## src/rtl/ecc_seg_pkg.sv

```systemverilog
package ecc_seg_pkg;

    localparam int BYTE_W  = 8;
    localparam int COL_W   = 6;
    localparam int EN_BIT  = 0;
    localparam int CLR_BIT = 1;
    localparam int INV_BIT = 2;

    typedef struct packed {
        logic inv;
        logic clr;
        logic en;
    } ecc_ctl_t;

    // Six column-parity terms of one byte, highest term first.
    function automatic logic [COL_W-1:0] col_terms(input logic [BYTE_W-1:0] b);
        logic [COL_W-1:0] t;
        t[0] = b[0] ^ b[2] ^ b[4] ^ b[6];
        t[1] = b[1] ^ b[3] ^ b[5] ^ b[7];
        t[2] = b[0] ^ b[1] ^ b[4] ^ b[5];
        t[3] = b[2] ^ b[3] ^ b[6] ^ b[7];
        t[4] = b[0] ^ b[1] ^ b[2] ^ b[3];
        t[5] = b[4] ^ b[5] ^ b[6] ^ b[7];
        return t;
    endfunction

endpackage

```

## src/rtl/ecc_ctl_regs.sv

```systemverilog
module ecc_ctl_regs
    import ecc_seg_pkg::*;
#(
    parameter int ADDR_W  = 4,
    parameter int CTL_OFS = 5
) (
    input  logic              clk,
    input  logic              rst,
    input  logic              wr,
    input  logic [ADDR_W-1:0] addr,
    input  logic [BYTE_W-1:0] wdata,
    output ecc_ctl_t          ctl
);

    logic hit;
    logic en_q;
    logic inv_q;

    assign hit = wr && (addr == ADDR_W'(CTL_OFS));

    always_ff @(posedge clk) begin
        if (rst) begin
            en_q  <= 1'b0;
            inv_q <= 1'b1;
        end else if (hit) begin
            en_q  <= wdata[EN_BIT];
            inv_q <= wdata[INV_BIT];
        end
    end

    assign ctl.en  = en_q;
    assign ctl.inv = inv_q;
    assign ctl.clr = hit && wdata[CLR_BIT];


    other_ofs_chk: assert property (@(posedge clk) disable iff (rst)
        !hit |=> ($stable(en_q) && $stable(inv_q)));

endmodule

```

## src/rtl/ecc_parity_acc.sv

```systemverilog
module ecc_parity_acc
    import ecc_seg_pkg::*;
#(
    parameter int IDX_W = 8
) (
    input  logic              clk,
    input  logic              rst,
    input  logic              clr,
    input  logic              en,
    input  logic              vld,
    input  logic [BYTE_W-1:0] din,
    output logic [IDX_W-1:0]  lp_odd,
    output logic [IDX_W-1:0]  lp_even,
    output logic [COL_W-1:0]  cp,
    output logic [IDX_W-1:0]  cnt,
    output logic              full
);

    localparam logic [IDX_W-1:0] LAST = {IDX_W{1'b1}};

    logic accept;
    logic bpar;

    assign accept = en && vld && !full && !clr;
    assign bpar   = ^din;

    always_ff @(posedge clk) begin
        if (rst || clr) begin
            lp_odd  <= '0;
            lp_even <= '0;
            cp      <= '0;
            cnt     <= '0;
            full    <= 1'b0;
        end else if (accept) begin
            lp_odd  <= lp_odd  ^ ({IDX_W{bpar}} &  cnt);
            lp_even <= lp_even ^ ({IDX_W{bpar}} & ~cnt);
            cp      <= cp ^ col_terms(din);
            cnt     <= cnt + 1'b1;
            if (cnt == LAST) full <= 1'b1;
        end
    end


    cnt_step_chk: assert property (@(posedge clk) disable iff (rst)
        accept |=> (cnt == $past(cnt) + 1'b1));


    frozen_hold_chk: assert property (@(posedge clk) disable iff (rst)
        (full && !clr) |=> ($stable(lp_odd) && $stable(lp_even) && $stable(cp) && cnt == '0));


    idle_hold_chk: assert property (@(posedge clk) disable iff (rst)
        (!(en && vld) && !clr) |=> ($stable(cnt) && $stable(cp)));


    clear_zero_chk: assert property (@(posedge clk) disable iff (rst)
        clr |=> (cnt == '0 && !full && cp == '0 && lp_odd == '0 && lp_even == '0));

endmodule

```

## src/rtl/ecc_seg_acc.sv

```systemverilog
module ecc_seg_acc
    import ecc_seg_pkg::*;
#(
    parameter int SEG_BYTES = 256,
    parameter int ADDR_W    = 4,
    parameter int CTL_OFS   = 5
) (
    input  logic                      clk,
    input  logic                      rst,
    input  logic                      dat_vld,
    input  logic [7:0]                dat_byte,
    input  logic                      reg_wr,
    input  logic [ADDR_W-1:0]         reg_addr,
    input  logic [7:0]                reg_wdata,
    output logic [$clog2(SEG_BYTES)-1:0]     ecc_line_lo,
    output logic [$clog2(SEG_BYTES)-1:0]     ecc_line_hi,
    output logic [7:0]                ecc_col,
    output logic [2*$clog2(SEG_BYTES)+7:0]   ecc_word,
    output logic [$clog2(SEG_BYTES)-1:0]     col_cnt
);

    localparam int IDX_W  = $clog2(SEG_BYTES);
    localparam int LINE_W = 2 * IDX_W;

    ecc_ctl_t          ctl;
    logic [IDX_W-1:0]  lp_odd;
    logic [IDX_W-1:0]  lp_even;
    logic [COL_W-1:0]  cp;
    logic              full;
    logic [LINE_W-1:0] line_raw;
    logic [LINE_W-1:0] line_out;

    ecc_ctl_regs #(.ADDR_W(ADDR_W), .CTL_OFS(CTL_OFS)) u_ctl (
        .clk   (clk),
        .rst   (rst),
        .wr    (reg_wr),
        .addr  (reg_addr),
        .wdata (reg_wdata),
        .ctl   (ctl)
    );

    ecc_parity_acc #(.IDX_W(IDX_W)) u_acc (
        .clk     (clk),
        .rst     (rst),
        .clr     (ctl.clr),
        .en      (ctl.en),
        .vld     (dat_vld),
        .din     (dat_byte),
        .lp_odd  (lp_odd),
        .lp_even (lp_even),
        .cp      (cp),
        .cnt     (col_cnt),
        .full    (full)
    );

    // Interleave even/odd line terms: even at 2k, odd at 2k+1.
    for (genvar k = 0; k < IDX_W; k++) begin : g_line
        assign line_raw[2*k]   = lp_even[k];
        assign line_raw[2*k+1] = lp_odd[k];
    end

    assign line_out    = line_raw ^ {LINE_W{ctl.inv}};
    assign ecc_line_lo = line_out[IDX_W-1:0];
    assign ecc_line_hi = line_out[LINE_W-1:IDX_W];
    assign ecc_col     = {cp, 2'b00} ^ {8{ctl.inv}};
    assign ecc_word    = {ecc_col, ecc_line_lo, ecc_line_hi};


    col_pad_chk: assert property (@(posedge clk) disable iff (rst)
        ecc_col[1:0] == {2{ctl.inv}});


    wrap_zero_chk: assert property (@(posedge clk) disable iff (rst)
        full |-> (col_cnt == '0));

endmodule

```

## config.mk

```make
export PLATFORM = sky130hd
export DESIGN_NAME = ecc_seg_acc
export DESIGN_NICKNAME = d
export VERILOG_FILES = /design/src/rtl/ecc_seg_pkg.sv /design/src/rtl/ecc_ctl_regs.sv /design/src/rtl/ecc_parity_acc.sv /design/src/rtl/ecc_seg_acc.sv
export SDC_FILE = /design/constraint.sdc
export NUM_CORES = 1
export LEC_CHECK = 0
export BUFFER_PORTS_ARGS = -buffer_cell sky130_fd_sc_hd__buf_2
export CAP_MARGIN = 30
export CORE_ASPECT_RATIO = 0.7
export CORE_MARGIN = 8
export CORE_UTILIZATION = 25
export DETAILED_ROUTE_END_ITERATION = 8
export PLACE_DENSITY_LB_ADDON = 0.12
export SLEW_MARGIN = 20
export SYNTH_ARGS = -nofsm -noshare
export SYNTH_HDL_FRONTEND = slang
export SYNTH_SLANG_ARGS = --single-unit
```

## constraint.sdc

```tcl
create_clock -name clk -period 2.2 [get_ports clk]
set_clock_uncertainty 0.15 [all_clocks]
set_input_delay 0.44 -clock clk [delete_from_list [all_inputs] [get_ports clk]]
set_output_delay 0.44 -clock clk [all_outputs]
set_load 0.01 [all_outputs]
```

Word level (Yosys, flattened, before mapping). Index checks and enable logic that the tools add are counted.

Register bits: 33. Word-level logic and storage cells: 45. Output and inout bits: 56.

Reduce and logical (&&, ||, !) cells: 10. Bitwise logic cells: 25. Equality and inequality tests: 2. $add $sub $neg: 1.

Operators with widths (count): $xor 8x8->8 (3); $xor 1x1->1 (17); $and 8x8->8 (2); $xor 16x16->16 (1); $add 8x1->8 const B (1); $eq 8x8->1 const B (1); $not 8->8 (1); $reduce_xor 8->1 (1); $xor 6x6->6 (1); $logic_and 1x1->1 (5); $eq 4x3->1 const B (1); $logic_not 1->1 (2); $reduce_and 2->1 (1); $logic_or 1x1->1 (1).

Logic depth before layout (Yosys ltp). Gate-level depths: netlist of run 1.

Depth in word-level cells: 6. Gate-level depth with buffers: 6.

Hierarchy. Synthesis of run 1 repeated with hierarchy kept, for this count alone.

Cell total of the unflattened synthesis: 229. Area total of the unflattened synthesis: 1998.2 um^2.

Modules (own cells, without submodules): ecc_parity_acc (area each 1450.1 um^2, cells an instance 166, times used 1); ecc_seg_acc (area each 431.7 um^2, cells an instance 50, times used 1); ecc_ctl_regs (area each 116.4 um^2, cells an instance 13, times used 1).

Worst setup path after synthesis of run 1. Ideal clock, no wire load.

Path kind: register to output. From: register u_ctl.inv_q. To: output port ecc_word[10]. Path buffers: 3. Setup slack: 0.084 ns. Data required time: 1.610 ns. Arrival: 1.526 ns. Stages on the path, launching flop included: 5. Cells stage by stage: dfxtp_1 > clkbuf_1 > buf_1 > xor2_1 > buf_4.

Word-level cells in the longest chain between the ends: 1.

RTL lines: from (decl) (RTL line ecc_ctl_regs.sv:17) `logic inv_q;`; from (signal assigned) (RTL line ecc_ctl_regs.sv:27) `inv_q <= wdata[INV_BIT];`; $xor 16x16->16 (RTL line ecc_seg_acc.sv:62) `assign line_out = line_raw ^ {LINE_W{ctl.inv}};`; to (decl) (RTL line ecc_seg_acc.sv:18) `output logic [2*$clog2(SEG_BYTES)+7:0] ecc_word,`.

Every way passes these cells.

Final worst setup path of run 1.
From: input port dat_byte[4]. To: register u_acc.lp_even[1].

Word-level cells in the longest chain between the ends: 3.

RTL lines: from (decl) (RTL line ecc_seg_acc.sv:11) `input logic [7:0] dat_byte,`; $reduce_xor 8->1 (RTL line ecc_parity_acc.sv:25) `assign bpar = ^din;`; $and 8x8->8 (RTL line ecc_parity_acc.sv:36) `lp_even <= lp_even ^ ({IDX_W{bpar}} & ~cnt);`; $xor 8x8->8 (RTL line ecc_parity_acc.sv:36); to (signal assigned) (RTL line ecc_parity_acc.sv:36); to (decl) (RTL line ecc_parity_acc.sv:13) `output logic [IDX_W-1:0] lp_even,`.

Every way passes these cells. A chain may end at the register's enable or synchronous reset.

==> results.yml, run 1 <==
synth:
  ys_warn_count: 0
  synth_top_area_share_pct: 34.5
  synth.largest_area_cell: "dfxtp_1"
  seq_area_frac_synth_pct: 34.5
  synthTopCellsByArea: "dfxtp_1 35%, xor2_1 12%, buf_4 10%, xnor2_1 7.8%, a21oi_1 6.3%"
  synth_cell_types: 26
  syn_avg_cell_area_um2: 8.43
  synth_area_um2: 1910
  synthCells: 227
  syn-num-nets: 252
  synth_seq_cells: 33
setup_path:
  r2r_end: "u_acc.lp_even[1]"
  cp-startpoint: "dat_byte[4]"
  slowest_delay_ps: 470
  cp-end-kind: "register"
  r2r_slack_ps: 450
  path_class: "in2reg"
  critPathMostFrequentCell: "xnor2_1"
  endpoint: "u_acc.lp_even[1]"
  critPathLaunchType: "input port"
  ff2ff_path_depth: 4
  path_max_fanout: 32
  path_cells: "buf_2, xnor2_1, xnor2_1, xnor2_2, buf_12, or4_1, a21oi_1"
  required_ps: 2260
  r2r_start: "u_ctl.en_q"
  cp_slowest_cell: "or4_1"
  arrival_ps: 1970
power:
  power_density_nw_per_um2: 556
  power_mw: 1.29
  power_leakage_nw: 0.812
  vdd_drop_max_uv: 271
grt:
  gr-usage-all-layers_pct: 9.44
  grt_pass1_vias: 1526
  grt_pass1_wl_um: 7910
  antenna_found_initial: 0
  grt_max_degree: 33
  overflow: 0
run:
  max_cap_viol_count: 0
detailed_routing:
  wl_met2_um: 2020
  wl_met1_um: 2530
  wirelength_um: 5030
  drt-pass1-iter-count: 4
  topRoutingLayerUsed: "met4"
  viasPerCell: 4.38
  wl_met3_um: 418
  vias: 1628
  drt-initial-drc-count: 51
  antenna_left: 0
  drc: 0
  wire_per_inst_um: 13.5
finish:
  fin_cells: 372
  multi_input_area_um2: 1010
  fill_cells: 816
  utilization_pct: 31.5
  final_area_um2: 2320
  diodes: 0
  synthToLayoutAreaGrowth_pct: 21.1
  layout-drive-gt1-share_pct: 31.8
  fin_nets: 299
  final-seq-area_um2: 661
timing:
  max_freq_mhz: 524
  fin_setup_tns_ps: 0
  hold_slack_ps: 193
  fin_crit_ps: 1910
  finalCritPeriodShare_pct: 86.8
  finalMaxSlewViolations: 0
  setup_slack_ps: 291
  slew_headroom_pct: 69.3
  rsz0062_at_grt: "false"
  tightestPinTransition_ps: 461
  timing_hold_violations_final: 0
  setup_viol: 0
cts:
  postCtsResizedCells: 0
  postCtsHoldBufs: 0
  cts_setup_buffers: 0
  root_buffer: "clkbuf_8"
  clk_latency_ps: 280
  clk_pin_slew_ps: 60
  cts_sinks: 33
  cts_tree: "yes"
  htree_num_levels: 2
  cts_buffer_depth: 2
  numCtsBuffers: 5
die:
  die_y_um: 89.2
  io_pins: 80
  core_area_um2: 7350
  dieArea_um2: 10800
  initial_core_util_pct: 26.0
  std_cell_rows: 26
  die_x_um: 121
min_path:
  min_path_cells: 2
  min_path_type: "in2reg"
run_status:
  status: "finished, final reports clean"
placement:
  dpl.hpwl_um: 3750
  place.gp.congestion: 0.716
  pre_cts_ws_ps: 0.540
  dp.cells: 365
  placed_cell_area_um2: 2230
  portBuffers: 74
[worst max-delay path: cells and delay by family]
kind                   cells  cell delay, ps
XOR/XNOR                   3             600
AND/OR/NAND/NOR            1             470
AO/OA/AOI/OAI              1             160
buffers and inverters      2             290
[area by class of cell]
type,instances,area share (%)
timing repair buffer,79,18.7
tap,98,5.29
sequential,33,28.5
multi-input combinational,154,43.7
clock buffer,7,3.72
inverter,1,0.162
[state kept, by name, summed over array words and instances (netlist names)]
register,flops
u_acc.cnt,8
u_acc.cp,6
u_acc.full,1
u_acc.lp_even,8
u_acc.lp_odd,8
u_ctl.en_q,1
u_ctl.inv_q,1
[worst min path at each step]
stage | from | to | slack, ps
final | rst | u_ctl.en_q | 190
after global placement | u_acc.lp_even[5] | u_acc.lp_even[5] | 330
after global routing | rst | u_ctl.en_q | 220
after CTS | rst | u_ctl.en_q | 190
after floorplan | u_acc.lp_even[5] | u_acc.lp_even[5] | 310
after detailed placement | u_acc.lp_even[4] | u_acc.lp_even[4] | 340
[logic make-up (layout without fill, tap and decap cells)]
logic type | after synthesis | after routing | share of synthesized area [%]
multiplexers | 2 | 2 | 1.05
adder cells (fa/ha/maj) | 1 | 1 | 0.653
AND/OR/NAND/NOR | 60 | 60 | 17.3
flip-flops | 33 | 33 | 34.5
XOR/XNOR | 44 | 44 | 20.1
AO/OA/AOI/OAI | 47 | 47 | 13.4
buffers and inverters | 40 | 87 | 13.0
[cell usage after synthesis (all sizes together)]
cell,number
a31oi,1
ha,1
and3,1
or3,14
nor2b,1
o31ai,8
nand3,2
o21ai,14
xnor2,17
nor2,10
clkbuf,11
xor2,27
dfxtp,33
nand4,3
a21oi,24
buf,28
inv,1
nand4b,1
and4b,2
mux2i,2
or2,1
or4,8
nand2,15
and2,2
[layer usage]
layer	vias to the layer above	global-route usage [%]
met5	-	0
met4	0	3.50
met3	8	3.91
met2	43	13.1
met1	731	12.6
li1	846	-
[cell usage in the layout (no fill, tap or decap)]
cell type / Yosys / final
nand3_1: 2 / 2
o31ai_1: 8 / 8
and4b_1: 2 / 2
or3_1: 14 / 14
nand4_1: 3 / 3
and3_1: 1 / 1
inv_1: 1 / 1
xor2_1: 27 / 27
buf_2: 0 / 74
nor2_1: 10 / 10
buf_4: 26 / 3
dfxtp_1: 33 / 33
o21ai_0: 14 / 14
xnor2_2: 0 / 1
clkbuf_8: 0 / 6
or2_2: 1 / 1
ha_1: 1 / 1
clkbuf_1: 10 / 1
or4_1: 8 / 8
mux2i_1: 2 / 2
a31oi_1: 1 / 1
buf_12: 0 / 2
nor2b_1: 1 / 1
nand2_1: 15 / 15
and2_1: 2 / 2
xnor2_1: 17 / 16
a21oi_1: 24 / 24
nand4b_1: 1 / 1
[report_power, final]
part	internal, mW	total [mW]	switching (mW)
combinational	0.0956	0.229	0.133
clock	0.248	0.459	0.211
sequential	0.600	0.602	0.00225
total	0.943	1.29	0.347
(Power assumes the default switching activity.)
==> inputs of run 2 (changes only) <==
==> constraint.sdc (replaced) <==
create_clock -name clk -period 2.2 [get_ports clk]
set_clock_uncertainty 0.15 [all_clocks]
set_input_delay 0.44 -clock clk [delete_from_list [all_inputs] [get_ports clk]]
set_output_delay 0.44 -clock clk [all_outputs]
set_load 0.02 [all_outputs]
==> results.yml, run 2 (same netlist as run 1, synthesis figures left out) <==
run_status:
  status: "finished, final reports clean"
cts:
  postCtsHoldBufs: 0
  cts_buffer_depth: 2
  root_buffer: "clkbuf_8"
  clk_latency_ps: 280
  cts_sinks: 33
  htree_num_levels: 2
  cts_tree: "yes"
  postCtsResizedCells: 0
  numCtsBuffers: 5
  clk_pin_slew_ps: 60
  cts_setup_buffers: 0
min_path:
  hold_start: "rst"
  whs_endpoint: "u_ctl.en_q"
  min_path_cells: 2
  min_path_type: "in2reg"
die:
  initial_core_util_pct: 26.0
  dieArea_um2: 10800
  die_y_um: 89.2
  io_pins: 80
  core_area_um2: 7350
  std_cell_rows: 26
  die_x_um: 121
setup_path:
  r2r_start: "u_ctl.en_q"
  arrival_ps: 1310
  r2r_slack_ps: 470
  path_cells: "buf_4, xor2_1, buf_2"
  slowest_delay_ps: 330
  path_max_fanout: 16
  path_class: "reg2out"
  critPathLaunchType: "register"
  cp-end-kind: "primary output"
  path_buf_inv: 2
  ff2ff_path_depth: 4
  crit_family: "buffers and inverters"
  cp_slowest_cell: "dfxtp_1"
  required_ps: 1610
  r2r_end: "u_acc.lp_even[7]"
grt:
  overflow: 0
  gr-usage-all-layers_pct: 9.41
  grt_max_degree: 32
  grt_pass1_vias: 1560
  antenna_found_initial: 0
  grt_pass1_wl_um: 8030
finish:
  final_common_cell: "buf_2"
  diodes: 0
  synthToLayoutAreaGrowth_pct: 21.2
  fin_cells: 374
  final_cell_mix: "74 x buf_2, 33 x dfxtp_1, 27 x xor2_1"
  final_area_um2: 2320
  layout-drive-gt1-share_pct: 32.2
  fin_nets: 301
  top_regs: "u_acc.cnt x8, u_acc.lp_even x8, u_acc.lp_odd x8"
  fill_cells: 830
  utilization_pct: 31.6
detailed_routing:
  wire_per_inst_um: 13.5
  drt-initial-drc-count: 64
  drt-pass1-iter-count: 4
  viasPerCell: 4.41
  drc: 0
  antenna_left: 0
  wirelength_um: 5040
  vias: 1648
timing:
  finalMaxSlewViolations: 0
  slew_headroom_pct: 69.3
  timing_hold_violations_final: 0
  setup_slack_ps: 300
  setup_viol: 0
  tightestPinTransition_ps: 461
  rsz0062_at_grt: "false"
  fin_setup_tns_ps: 0
  max_freq_mhz: 526
  finalCritPeriodShare_pct: 86.4
  fin_crit_ps: 1900
power:
  vdd_drop_max_uv: 181
  power_leakage_nw: 0.815
  power_density_nw_per_um2: 567
run:
  max_cap_viol_count: 0
placement:
  place.gp.congestion: 0.722
  pre_cts_ws_ps: -7.57
  placed_cell_area_um2: 2230
  portBuffers: 74
  dp.cells: 367
  dpl.hpwl_um: 3790
## run 2: cell count changes in the layout (fill, tap and decap cells not counted)
cell,change
buf_4,+3
buf_12,-1
## run 2: through the flow
stage                     power [mW]  hold WS [ps]
final                           1.32           198
after global routing            1.40           208
after CTS                       1.33           194
after detailed placement       0.871           333
after global placement         0.867           328
after floorplan                0.766           313
## run 2: area by class of cell
| class | count | area, um^2 | area share [%] |
|---|---|---|---|
| multi-input cells | 154 | 1010 | 43.6 |
| flip-flops and latches | 33 | 661 | 28.5 |
| repair buffers | 81 | 435 | 18.8 |
| well taps | 98 | 123 | 5.28 |
| clock buffers | 7 | 86.3 | 3.72 |
| inverters | 1 | 3.75 | 0.162 |
## run 2: how the worst max path moves through the flow
stage | startpoint | end | slack (ps) | depth (start not counted)
floorplan | u_ctl.inv_q | ecc_word[10] | 100 | 4
global placement | dat_byte[4] | u_acc.lp_even[1] | 10 | 7
detailed placement | dat_byte[4] | u_acc.lp_even[2] | -8 | 7
CTS | u_ctl.inv_q | ecc_word[7] | 270 | 3
global route | u_ctl.inv_q | ecc_word[7] | 180 | 3
finish | u_ctl.inv_q | ecc_word[7] | 300 | 3
## run 2: routing by layer
layer / vias up / global-route usage, % / wire [um]
met2: 53 / 13.9 / 2110
met4: 0 / 2.71 / 34
li1: 853 / - / -
met5: - / 0 / 0
met1: 737 / 12.2 / 2400
met3: 5 / 3.97 / 487
## run 2: power by group
| part | switching [mW] | internal, mW |
|---|---|---|
| combinational | 0.149 | 0.104 |
| clock | 0.212 | 0.248 |
| sequential | 0.00201 | 0.600 |
| total | 0.363 | 0.952 |
